--- src/rtl/mcs_pkg.sv ---
package mcs_pkg;
  typedef enum logic [2:0] {
    ST_IDLE,
    ST_WAIT,
    ST_CHA,
    ST_CHB,
    ST_CHV,
    ST_PUB
  } mcs_state_t;

  localparam int unsigned NCH = 3;
  localparam logic [1:0] SEL_A = 2'd0;
  localparam logic [1:0] SEL_B = 2'd1;
  localparam logic [1:0] SEL_V = 2'd2;
endpackage

--- src/rtl/mcs_cfg_regs.sv ---
module mcs_cfg_regs #(
  parameter int DW  = 16,
  parameter int NCH = 3,
  parameter int CAW = 3
) (
  input  logic                     clk,
  input  logic                     rst_n,
  input  logic                     cfg_we,
  input  logic [CAW-1:0]           cfg_addr,
  input  logic [DW-1:0]            cfg_wdata,
  output logic [NCH-1:0][DW-1:0]   gain_o,
  output logic [NCH-1:0][DW-1:0]   offs_o
);
  for (genvar ch = 0; ch < NCH; ch++) begin : g_ch
    logic gain_en;
    logic offs_en;
    assign gain_en = cfg_we && (cfg_addr == CAW'(2*ch));
    assign offs_en = cfg_we && (cfg_addr == CAW'(2*ch + 1));

    always_ff @(posedge clk or negedge rst_n) begin
      if (!rst_n) begin
        gain_o[ch] <= '0;
      end else if (gain_en) begin
        gain_o[ch] <= cfg_wdata;
      end
    end

    always_ff @(posedge clk or negedge rst_n) begin
      if (!rst_n) begin
        offs_o[ch] <= '0;
      end else if (offs_en) begin
        offs_o[ch] <= cfg_wdata;
      end
    end
  end
endmodule

--- src/rtl/mcs_chan_scale.sv ---
module mcs_chan_scale #(
  parameter int DW = 16,
  parameter int GQ = 13,
  parameter int AW = 32
) (
  input  logic               [DW-1:0] raw,
  input  logic signed        [DW-1:0] gain,
  input  logic signed        [DW-1:0] offs,
  input  logic                        bipolar,
  output logic signed        [DW-1:0] q
);
  localparam int PW = 2 * DW;
  localparam logic signed [AW-1:0] QMAX = {{(AW-DW+1){1'b0}}, {(DW-1){1'b1}}};
  localparam logic signed [AW-1:0] QMIN = {{(AW-DW+1){1'b1}}, {(DW-1){1'b0}}};
  localparam logic signed [AW-1:0] AMAX = {1'b0, {(AW-1){1'b1}}};
  localparam logic signed [AW-1:0] AMIN = {1'b1, {(AW-1){1'b0}}};

  logic signed [DW-1:0] smp;
  logic signed [PW-1:0] prod;
  logic signed [AW:0]   offx;
  logic signed [AW:0]   sum;
  logic signed [AW:0]   nsum;
  logic signed [AW-1:0] acc;
  logic signed [AW-1:0] nacc;
  logic signed [AW-1:0] pick;
  logic signed [AW-1:0] shft;

  always_comb begin
    // bipolar: flip the sign bit; unipolar: halve and keep non-negative
    if (bipolar) begin
      smp = $signed(raw ^ {1'b1, {(DW-1){1'b0}}});
    end else begin
      smp = $signed({1'b0, raw[DW-1:1]});
    end
    prod = PW'(smp) * PW'(gain);
    offx = (AW+1)'(offs) <<< GQ;
    sum  = (AW+1)'(prod) + offx;
    if (sum[AW] != sum[AW-1]) begin
      acc = sum[AW] ? AMIN : AMAX;
    end else begin
      acc = sum[AW-1:0];
    end
    nsum = -((AW+1)'(acc));
    if (nsum[AW] != nsum[AW-1]) begin
      nacc = nsum[AW] ? AMIN : AMAX;
    end else begin
      nacc = nsum[AW-1:0];
    end
    pick = bipolar ? nacc : acc;
    shft = pick >>> GQ;
    if (shft > QMAX) begin
      q = QMAX[DW-1:0];
    end else if (shft < QMIN) begin
      q = QMIN[DW-1:0];
    end else begin
      q = shft[DW-1:0];
    end
  end
endmodule

--- src/rtl/mcs_seq.sv ---
module mcs_seq
  import mcs_pkg::*;
(
  input  logic       clk,
  input  logic       rst_n,
  input  logic       start,
  input  logic       busy,
  output logic [1:0] sel,
  output logic       ld,
  output logic       pub
);
  mcs_state_t st_q;
  mcs_state_t st_d;

  always_comb begin
    st_d = st_q;
    unique case (st_q)
      ST_IDLE: if (start) st_d = ST_WAIT;
      ST_WAIT: if (!busy) st_d = ST_CHA;
      ST_CHA:  st_d = ST_CHB;
      ST_CHB:  st_d = ST_CHV;
      ST_CHV:  st_d = ST_PUB;
      ST_PUB:  st_d = ST_IDLE;
      default: st_d = ST_IDLE;
    endcase
  end

  always_ff @(posedge clk or negedge rst_n) begin
    if (!rst_n) begin
      st_q <= ST_IDLE;
    end else begin
      st_q <= st_d;
    end
  end

  always_comb begin
    sel = SEL_A;
    ld  = 1'b0;
    pub = 1'b0;
    unique case (st_q)
      ST_CHA: begin sel = SEL_A; ld = 1'b1; end
      ST_CHB: begin sel = SEL_B; ld = 1'b1; end
      ST_CHV: begin sel = SEL_V; ld = 1'b1; end
      ST_PUB: pub = 1'b1;
      default: ;
    endcase
  end


  busy_hold_chk: assert property (@(posedge clk) disable iff (!rst_n)
    (st_q == ST_WAIT && busy) |=> (st_q == ST_WAIT));


  order_ab_chk: assert property (@(posedge clk) disable iff (!rst_n)
    (st_q == ST_CHA) |=> (st_q == ST_CHB));


  order_bv_chk: assert property (@(posedge clk) disable iff (!rst_n)
    (st_q == ST_CHB) |=> (st_q == ST_CHV));
endmodule

--- src/rtl/mcs_scaler.sv ---
module mcs_scaler
  import mcs_pkg::*;
#(
  parameter int DW       = 16,
  parameter int GQ       = 13,
  parameter int AW       = 32,
  parameter int SW       = 16,
  parameter int BUSY_BIT = 12,
  localparam int CAW     = $clog2(2 * NCH)
) (
  input  logic           clk,
  input  logic           rst_n,
  input  logic           start,
  input  logic [SW-1:0]  adc_stat,
  output logic [1:0]     res_sel,
  input  logic [DW-1:0]  res_data,
  input  logic           cfg_we,
  input  logic [CAW-1:0] cfg_addr,
  input  logic [DW-1:0]  cfg_wdata,
  output logic [DW-1:0]  ia_o,
  output logic [DW-1:0]  ib_o,
  output logic [DW-1:0]  ic_o,
  output logic [DW-1:0]  vdc_o,
  output logic           valid_o
);
  localparam logic signed [DW+1:0] CMAX = {3'b000, {(DW-1){1'b1}}};
  localparam logic signed [DW+1:0] CMIN = {3'b111, {(DW-1){1'b0}}};

  // reset: asserted at once, released after two clock edges
  logic [1:0] rs_q;
  logic       rst_s;
  always_ff @(posedge clk or negedge rst_n) begin
    if (!rst_n) begin
      rs_q <= 2'b00;
    end else begin
      rs_q <= {rs_q[0], 1'b1};
    end
  end
  assign rst_s = rs_q[1];

  logic busy;
  logic stat_unused;
  assign busy        = adc_stat[BUSY_BIT];
  assign stat_unused = ^adc_stat;

  logic [NCH-1:0][DW-1:0] gain;
  logic [NCH-1:0][DW-1:0] offs;

  mcs_cfg_regs #(.DW(DW), .NCH(NCH), .CAW(CAW)) u_cfg (
    .clk      (clk),
    .rst_n    (rst_s),
    .cfg_we   (cfg_we),
    .cfg_addr (cfg_addr),
    .cfg_wdata(cfg_wdata),
    .gain_o   (gain),
    .offs_o   (offs)
  );

  logic [1:0] sel;
  logic       ld;
  logic       pub;

  mcs_seq u_seq (
    .clk  (clk),
    .rst_n(rst_s),
    .start(start),
    .busy (busy),
    .sel  (sel),
    .ld   (ld),
    .pub  (pub)
  );
  assign res_sel = sel;

  logic signed [DW-1:0] g_cur;
  logic signed [DW-1:0] o_cur;
  logic                 bip_cur;
  logic signed [DW-1:0] q_cur;

  always_comb begin
    unique case (sel)
      SEL_B:   begin g_cur = gain[1]; o_cur = offs[1]; end
      SEL_V:   begin g_cur = gain[2]; o_cur = offs[2]; end
      default: begin g_cur = gain[0]; o_cur = offs[0]; end
    endcase
    bip_cur = (sel != SEL_V);
  end

  mcs_chan_scale #(.DW(DW), .GQ(GQ), .AW(AW)) u_scale (
    .raw    (res_data),
    .gain   (g_cur),
    .offs   (o_cur),
    .bipolar(bip_cur),
    .q      (q_cur)
  );

  logic [NCH-1:0][DW-1:0] stage_q;
  for (genvar ch = 0; ch < NCH; ch++) begin : g_stage
    logic st_en;
    assign st_en = ld && (sel == 2'(ch));
    always_ff @(posedge clk or negedge rst_s) begin
      if (!rst_s) begin
        stage_q[ch] <= '0;
      end else if (st_en) begin
        stage_q[ch] <= q_cur;
      end
    end
  end

  logic signed [DW+1:0] csum;
  logic signed [DW-1:0] c_d;
  always_comb begin
    csum = -((DW+2)'($signed(stage_q[0])) + (DW+2)'($signed(stage_q[1])));
    if (csum > CMAX) begin
      c_d = CMAX[DW-1:0];
    end else if (csum < CMIN) begin
      c_d = CMIN[DW-1:0];
    end else begin
      c_d = csum[DW-1:0];
    end
  end

  always_ff @(posedge clk or negedge rst_s) begin
    if (!rst_s) begin
      ia_o  <= '0;
      ib_o  <= '0;
      vdc_o <= '0;
      ic_o  <= '0;
    end else if (pub) begin
      ia_o  <= stage_q[0];
      ib_o  <= stage_q[1];
      vdc_o <= stage_q[2];
      ic_o  <= c_d;
    end
  end

  always_ff @(posedge clk or negedge rst_s) begin
    if (!rst_s) begin
      valid_o <= 1'b0;
    end else begin
      valid_o <= pub;
    end
  end


  strobe_single_chk: assert property (@(posedge clk) disable iff (!rst_s)
    valid_o |=> !valid_o);


  outputs_hold_chk: assert property (@(posedge clk) disable iff (!rst_s)
    !valid_o |-> $stable({ia_o, ib_o, ic_o, vdc_o}));
endmodule

--- config.mk ---
export PLATFORM = sky130hd
export DESIGN_NAME = mcs_scaler
export DESIGN_NICKNAME = d
export VERILOG_FILES = /design/src/rtl/mcs_pkg.sv /design/src/rtl/mcs_cfg_regs.sv /design/src/rtl/mcs_chan_scale.sv /design/src/rtl/mcs_seq.sv /design/src/rtl/mcs_scaler.sv
export SDC_FILE = /design/constraint.sdc
export NUM_CORES = 1
export LEC_CHECK = 0
export CAP_MARGIN = 25
export CORE_ASPECT_RATIO = 1.2
export CORE_UTILIZATION = 62
export CTS_CLUSTER_SIZE = 14
export DETAILED_ROUTE_END_ITERATION = 16
export PLACE_DENSITY = 0.87
export SYNTH_ARGS = -nofsm -noshare
export SYNTH_HDL_FRONTEND = slang
export SYNTH_SLANG_ARGS = --single-unit
--- constraint.sdc ---
create_clock -name clk -period 8.54 [get_ports clk]
set_clock_uncertainty 0.1 [all_clocks]
set_input_delay 1.708 -clock clk [delete_from_list [all_inputs] [get_ports clk]]
set_output_delay 1.708 -clock clk [all_outputs]
set_load 0.05 [all_outputs]
==> key figures, run 1 <==
Timing
  – Worst slew pin tran: 1.138 ns
  – Final Hold Vio Count: 0
  – RSZ-0062 raised after global routing: yes
  – Final min period: 11.17 ns
  – Slew Limit Fails: 0
  – Final Cycle Share: 130.8%
  – Final setup vio count: 47
  – Setup ws final: -2.633 ns
  – Setup TNS: -116.48 ns
  – Max_slew headroom: 23.17%
  – Max Clk Rate: 0.08950 GHz
  – Hold_ws: 0.04663 ns

Clock tree
  – CTS Buffer Depth: 3
  – Root Driver: clkbuf_16
  – Clock network latency to the later pin of the worst-skew pair: 0.52 ns
  – TritonCTS Buffers: 22
  – Clk sinks: 214
  – CTS tree: built
  – Hold Buf Count CTS: 0
  – H-tree level count: 1
  – Worst-path clk slew: 0.07 ns

Detailed routing
  – Residual DRC count: 0
  – Routed len/inst: 25.23 um
  – Via count: 21,910
  – Total wire length: 85,950 um
  – Number of vias per cell: 6.431
  – Initial DRC count: 2,634
  – Final ANT Viol Nets: 0
  – First-pass iteration count of the detailed router: 9

Die
  – Die height: 208.4 um
  – Die area: 0.03625 sq mm
  – Rows: 75
  – Starting Density: 62.86%
  – I/O pins: 122
  – Core ar.: 0.03500 sq mm
  – Die X: 174.0 um

Critical path
  – Buf/Inv on CP: 10
  – CP top delay family: adder cells
  – Crit Reg-Reg Endpoint: stage_q[27]
  – RR Startpoint: u_seq.st_q[0]
  – Max Fanout on Critical Path: 12
  – CP Class: reg -> reg
  – Worst setup SP type: flip-flop
  – WP data required: 8.85 ns
  – Reg2reg path depth: 44
  – Crit path DAT: 11.48 ns
  – R2R setup slack: -2.63 ns
  – Crit path largest cell delay: 0.57 ns
  – Crit end category: flip-flop
  – CP max stage cell: fa_1

Yosys
  – EDFF count, synth: 0
  – FF+latch count, synth: 214
  – Mux contribution to synthesized area: 6.506%
  – Ys flop type: dfrtp_1
  – Synth Area in Compound Gates: 12.23%
  – Xor and xnor area share after synthesis: 1.274%
  – Warnings, synthesis: 0
  – Simple-gate share of the synthesized area: 14.27%
  – Largest family of logic cells by synthesized area: adder cells
  – Synthesized Nets: 2,829
  – Syn_area_per_cell: 9.319 sq um
  – Mapped Cells: 2,361
  – Register area share after synthesis: 24.34%
  – Adder-Cell Fraction of Synth Area: 33.18%
  – Synth Cell Area: 0.02200 sq mm
  – Yosys cell types: 95
  – Ys async rst share: 100.0%

Final layout
  – Fill cells: 1,662
  – Final core utilization: 84.94%
  – # nets final: 3,399
  – Layout cell share with drive strength beyond 1: 32.82%
  – Layout area overhead: 35.12%

Global routing
  – Largest net degree at the start of global routing: 86
  – GRT overflow: 0
  – First-pass GRT wire length: 120,400 um
  – GRT Util Overall: 42.98%
  – Initial antenna violation count: 1
  – Vias in the first global route: 22,290

Placed design
  – IO buf count: 106
  – DPL Wire Length: 58,360 um
  – GPL Wtd Cong: 1.040

Run status
  – Status: finished with violations
  – Failing checks: negative setup slack

Worst hold path
  – Type of the most critical hold path: reg -> async

Job
  – Max-cap viol count: 0
==> layout make-up <==
cell class	count	area (sq um)	share of cell area, %
diodes	2	5.005	0.01683
clock buffers	34	656.9	2.210
clock inverters	2	13.76	0.04629
inverters	387	1481	4.983
multi-input cells	1672	16110	54.17
flip-flops and latches	214	5359	18.03
well taps	462	578.1	1.944
repair buffers	634	5530	18.60
==> cell usage in the layout (no fill, tap or decap), types with 62 or more instances in the layout <==
master / netlist / layout
nand2_1: 365 / 340
mux2_2: 104 / 102
ha_1: 129 / 108
clkdlybuf4s50_1: 0 / 90
fa_1: 284 / 256
dfrtp_1: 214 / 213
buf_4: 1 / 465
inv_1: 385 / 358
nor2_1: 214 / 185
o21ai_0: 74 / 62
==> state kept, by name, summed over array words and instances, names as in the netlist <==
name / count
u_cfg.offs_o: 48
rs_q: 2
ic_o: 16
ib_o: 16
stage_q: 48
valid_o: 1
ia_o: 16
u_cfg.gain_o: 48
vdc_o: 16
u_seq.st_q: 3
==> worst max-delay path by stage <==
stage	startpoint	end	slack, ns	cells past startpoint
floorplan	res_data[15]	stage_q[46]	-2.48	41
global placement	res_data[14]	stage_q[7]	-3.27	42
detailed placement	res_data[9]	stage_q[2]	-3.54	43
CTS	res_data[11]	stage_q[2]	-2.13	43
global route	u_seq.st_q[0]	stage_q[25]	-3.00	45
finish	u_seq.st_q[0]	stage_q[27]	-2.63	44
==> layer usage <==
layer | share of wire (%) | wire length, um | GRT usage (%)
met1 | 32 | 27830 | 49.69
met2 | 47 | 40590 | 73.20
met3 | 9.8 | 8434 | 6.012
met4 | 11 | 9075 | 31.22
met5 | 0.024 | 21 | 0
==> synth_stat cells, types with 25 or more instances <==
| master | count | area, sq um |
|---|---|---|
| inv_1 | 385 | 1445 |
| fa_1 | 284 | 5685 |
| nor3_1 | 29 | 145.1 |
| nand2_1 | 365 | 1370 |
| a22oi_1 | 27 | 202.7 |
| dfrtp_1 | 214 | 5355 |
| nor2_1 | 214 | 803.3 |
| xnor2_1 | 25 | 219.0 |
| clkbuf_1 | 71 | 266.5 |
| ha_1 | 129 | 1614 |
| a21oi_1 | 58 | 290.3 |
| o21ai_0 | 74 | 370.4 |
| mux2_2 | 104 | 1171 |
| mux2i_1 | 26 | 260.3 |
==> per-stage QoR <==
step | cells | setup WS [ns] | cell area [sq um]
detailed placement | 3287 | -3.541 | 27250
global route | 3405 | -3.002 | 29720
CTS | 3364 | -2.132 | 28770
floorplan | 2361 | -2.479 | 22480
finish | 3407 | -2.633 | 29730
global placement | 3287 | -3.268 | 27250
==> kinds of logic (layout without fill, tap and decap cells) <==
kind of cell / after synthesis / in the layout
AND/OR/NAND/NOR: 729 / 729
buffers and inverters: 476 / 1057
adder cells (fa/ha/maj): 413 / 413
AO/OA/AOI/OAI: 366 / 367
flip-flops: 214 / 214
multiplexers: 130 / 130
XOR/XNOR: 32 / 32
other: 1 / 3
==> timing repair <==
item | 4_1_cts | 5_1_grt
setup buffers | 43 | 36
resized for setup | 198 | 127
setup endpoints to repair | 47 | 47
cloned | 2 | 0
pin swaps | 89 | 78
Power of run 1 is left out: the tool's default activity adds up to more than one toggle a clock period on the data nets, which glitch-free logic cannot reach.
==> inputs of run 2 (changes only) <==
Settings changed: CORE_MARGIN from default to 10.
==> key figures, run 2 (same netlist as run 1, synthesis figures left out) <==
Critical path
  – Max Fanout on Critical Path: 18
  – CP dominant cell by count: fa_1
  – CP max stage cell: fa_1
  – Worst setup SP type: input pin
  – Crit path largest cell delay: 0.54 ns
  – Crit end category: flip-flop
  – CP Class: in -> reg
  – WP data required: 8.80 ns
  – Crit path DAT: 11.37 ns

Placed design
  – IO buf count: 106
  – GPL Wtd Cong: 0.9910
  – DPL Wire Length: 58,420 um

Final layout
  – Commonest non-fill, non-tap cell in the layout: buf_4
  – Final core utilization: 84.36%
  – # nets final: 3,367
  – Most frequent cells in the layout: buf_4, inv_1, nand2_1
  – Layout cell share with drive strength beyond 1: 32.05%
  – Layout area overhead: 34.21%
  – Regs by FF count: stage_q (48), u_cfg.gain_o (48), u_cfg.offs_o (48)

Detailed routing
  – Initial DRC count: 2,213
  – Total wire length: 81,820 um
  – Final ANT Viol Nets: 0
  – Number of vias per cell: 6.215
  – First-pass iteration count of the detailed router: 6
  – Via count: 20,970
  – Residual DRC count: 0
  – Routed len/inst: 24.25 um

Clock tree
  – Root Driver: clkbuf_16
  – H-tree level count: 1
  – Clock network latency to the later pin of the worst-skew pair: 0.51 ns
  – Hold Buf Count CTS: 0
  – Worst-path clk slew: 0.07 ns
  – CTS tree: built
  – Clk sinks: 214
  – TritonCTS Buffers: 21
  – CTS Buffer Depth: 3

Run status
  – Failing checks: negative setup slack
  – Status: finished with violations

Timing
  – Final setup vio count: 47
  – Setup ws final: -2.578 ns
  – Worst slew pin tran: 0.9553 ns
  – Final min period: 11.12 ns
  – Final Cycle Share: 130.2%
  – Slew Limit Fails: 0
  – RSZ-0062 raised after global routing: yes
  – Max_slew headroom: 35.48%
  – Final Hold Vio Count: 0
  – Max Clk Rate: 0.08994 GHz
  – Setup TNS: -104.21 ns

Die
  – I/O pins: 122
  – Die X: 192.0 um
  – Starting Density: 62.86%
  – Rows: 75
  – Die area: 0.04345 sq mm
  – Core ar.: 0.03500 sq mm
  – Die height: 226.4 um

Global routing
  – Initial antenna violation count: 3
  – Largest net degree at the start of global routing: 84
  – GRT overflow: 0
  – First-pass GRT wire length: 117,800 um
  – GRT Util Overall: 34.80%
  – Vias in the first global route: 21,410

Job
  – Max-cap viol count: 0

Worst hold path
  – Type of the most critical hold path: reg -> async
## run 2: cell types whose count changed in the layout (fill, tap and decap cells not counted), moves of 4 or more
cell    before  now
nor3_2       5   10
nor3_1      22   18
fa_2        28   21
fa_1       256  263
nor2_2      20   16
buf_12      28   22
buf_6       37   46
buf_4      465  428
## run 2: final timing paths
| kind | cells after the start | from | endpoint | slack (ns) |
|---|---|---|---|---|
| max | 42 | res_data[9] | stage_q[37] | -2.58 |
| min | 0 | rs_q[1] | u_cfg.offs_o[22] | 0.02 |
| max reg2reg | 43 | u_seq.st_q[2] | stage_q[37] | -2.56 |
| min reg2reg | 0 | rs_q[1] | u_cfg.offs_o[22] | 0.02 |
| max in group asynchronous | 1 | rst_n | rs_q[1] | 6.95 |
| min in group clk | 0 | rs_q[0] | rs_q[1] | 0.25 |
## run 2: final cells by class
class | count | area (sq um)
Tap cell | 462 | 578.1
Fill cell | 1840 | 5473
Multi-Input combinational cell | 1672 | 16180
Timing Repair Buffer | 603 | 5238
Clock buffer | 29 | 585.6
Sequential cell | 214 | 5359
Clock inverter | 6 | 111.4
Inverter | 387 | 1473
Antenna cell | 1 | 2.502
## run 2: worst max-delay path, delay by kind of cell
kind,cells,cell delay [ns]
buffers and inverters,11,1.13
muxes,2,0.54
xor gates and xnor gates,2,0.33
adders and majority gates,9,3.84
AOI/OAI and AO/OA,10,2.06
and+or+nand+nor,8,1.75
## run 2: metrics by stage
stage | setup slack (ns) | std cells | area, sq um | hold WS (ns)
after floorplan | -2.479 | 2361 | 22480 | 0.2312
after global placement | -3.224 | 3269 | 27130 | 0.2328
after detailed placement | -3.514 | 3269 | 27130 | 0.2397
after CTS | -2.294 | 3329 | 28510 | 0.2544
after global routing | -2.802 | 3374 | 29530 | 0.03192
final | -2.578 | 3374 | 29530 | 0.02487
## run 2: routing by layer
metal  share of wire, %  wire length [um]  vias up  global-route usage (%)
met2                 49             40280     1447                   61.19
met5              0.016                13        -                       0
li1                   -                 -     8775                       -
met4                7.9              6433        2                   18.75
met1                 34             27790    10290                   40.09
met3                8.9              7307      460                   5.088
## run 2: repair_timing
item / in CTS / in global routing
gates resized for setup: 148 / 185
endpoints found under the setup margin: 47 / 47
gates cloned: 2 / 0
pin swaps: 65 / 112
setup buffers: 23 / 43
Power of run 2 is left out for the same reason.
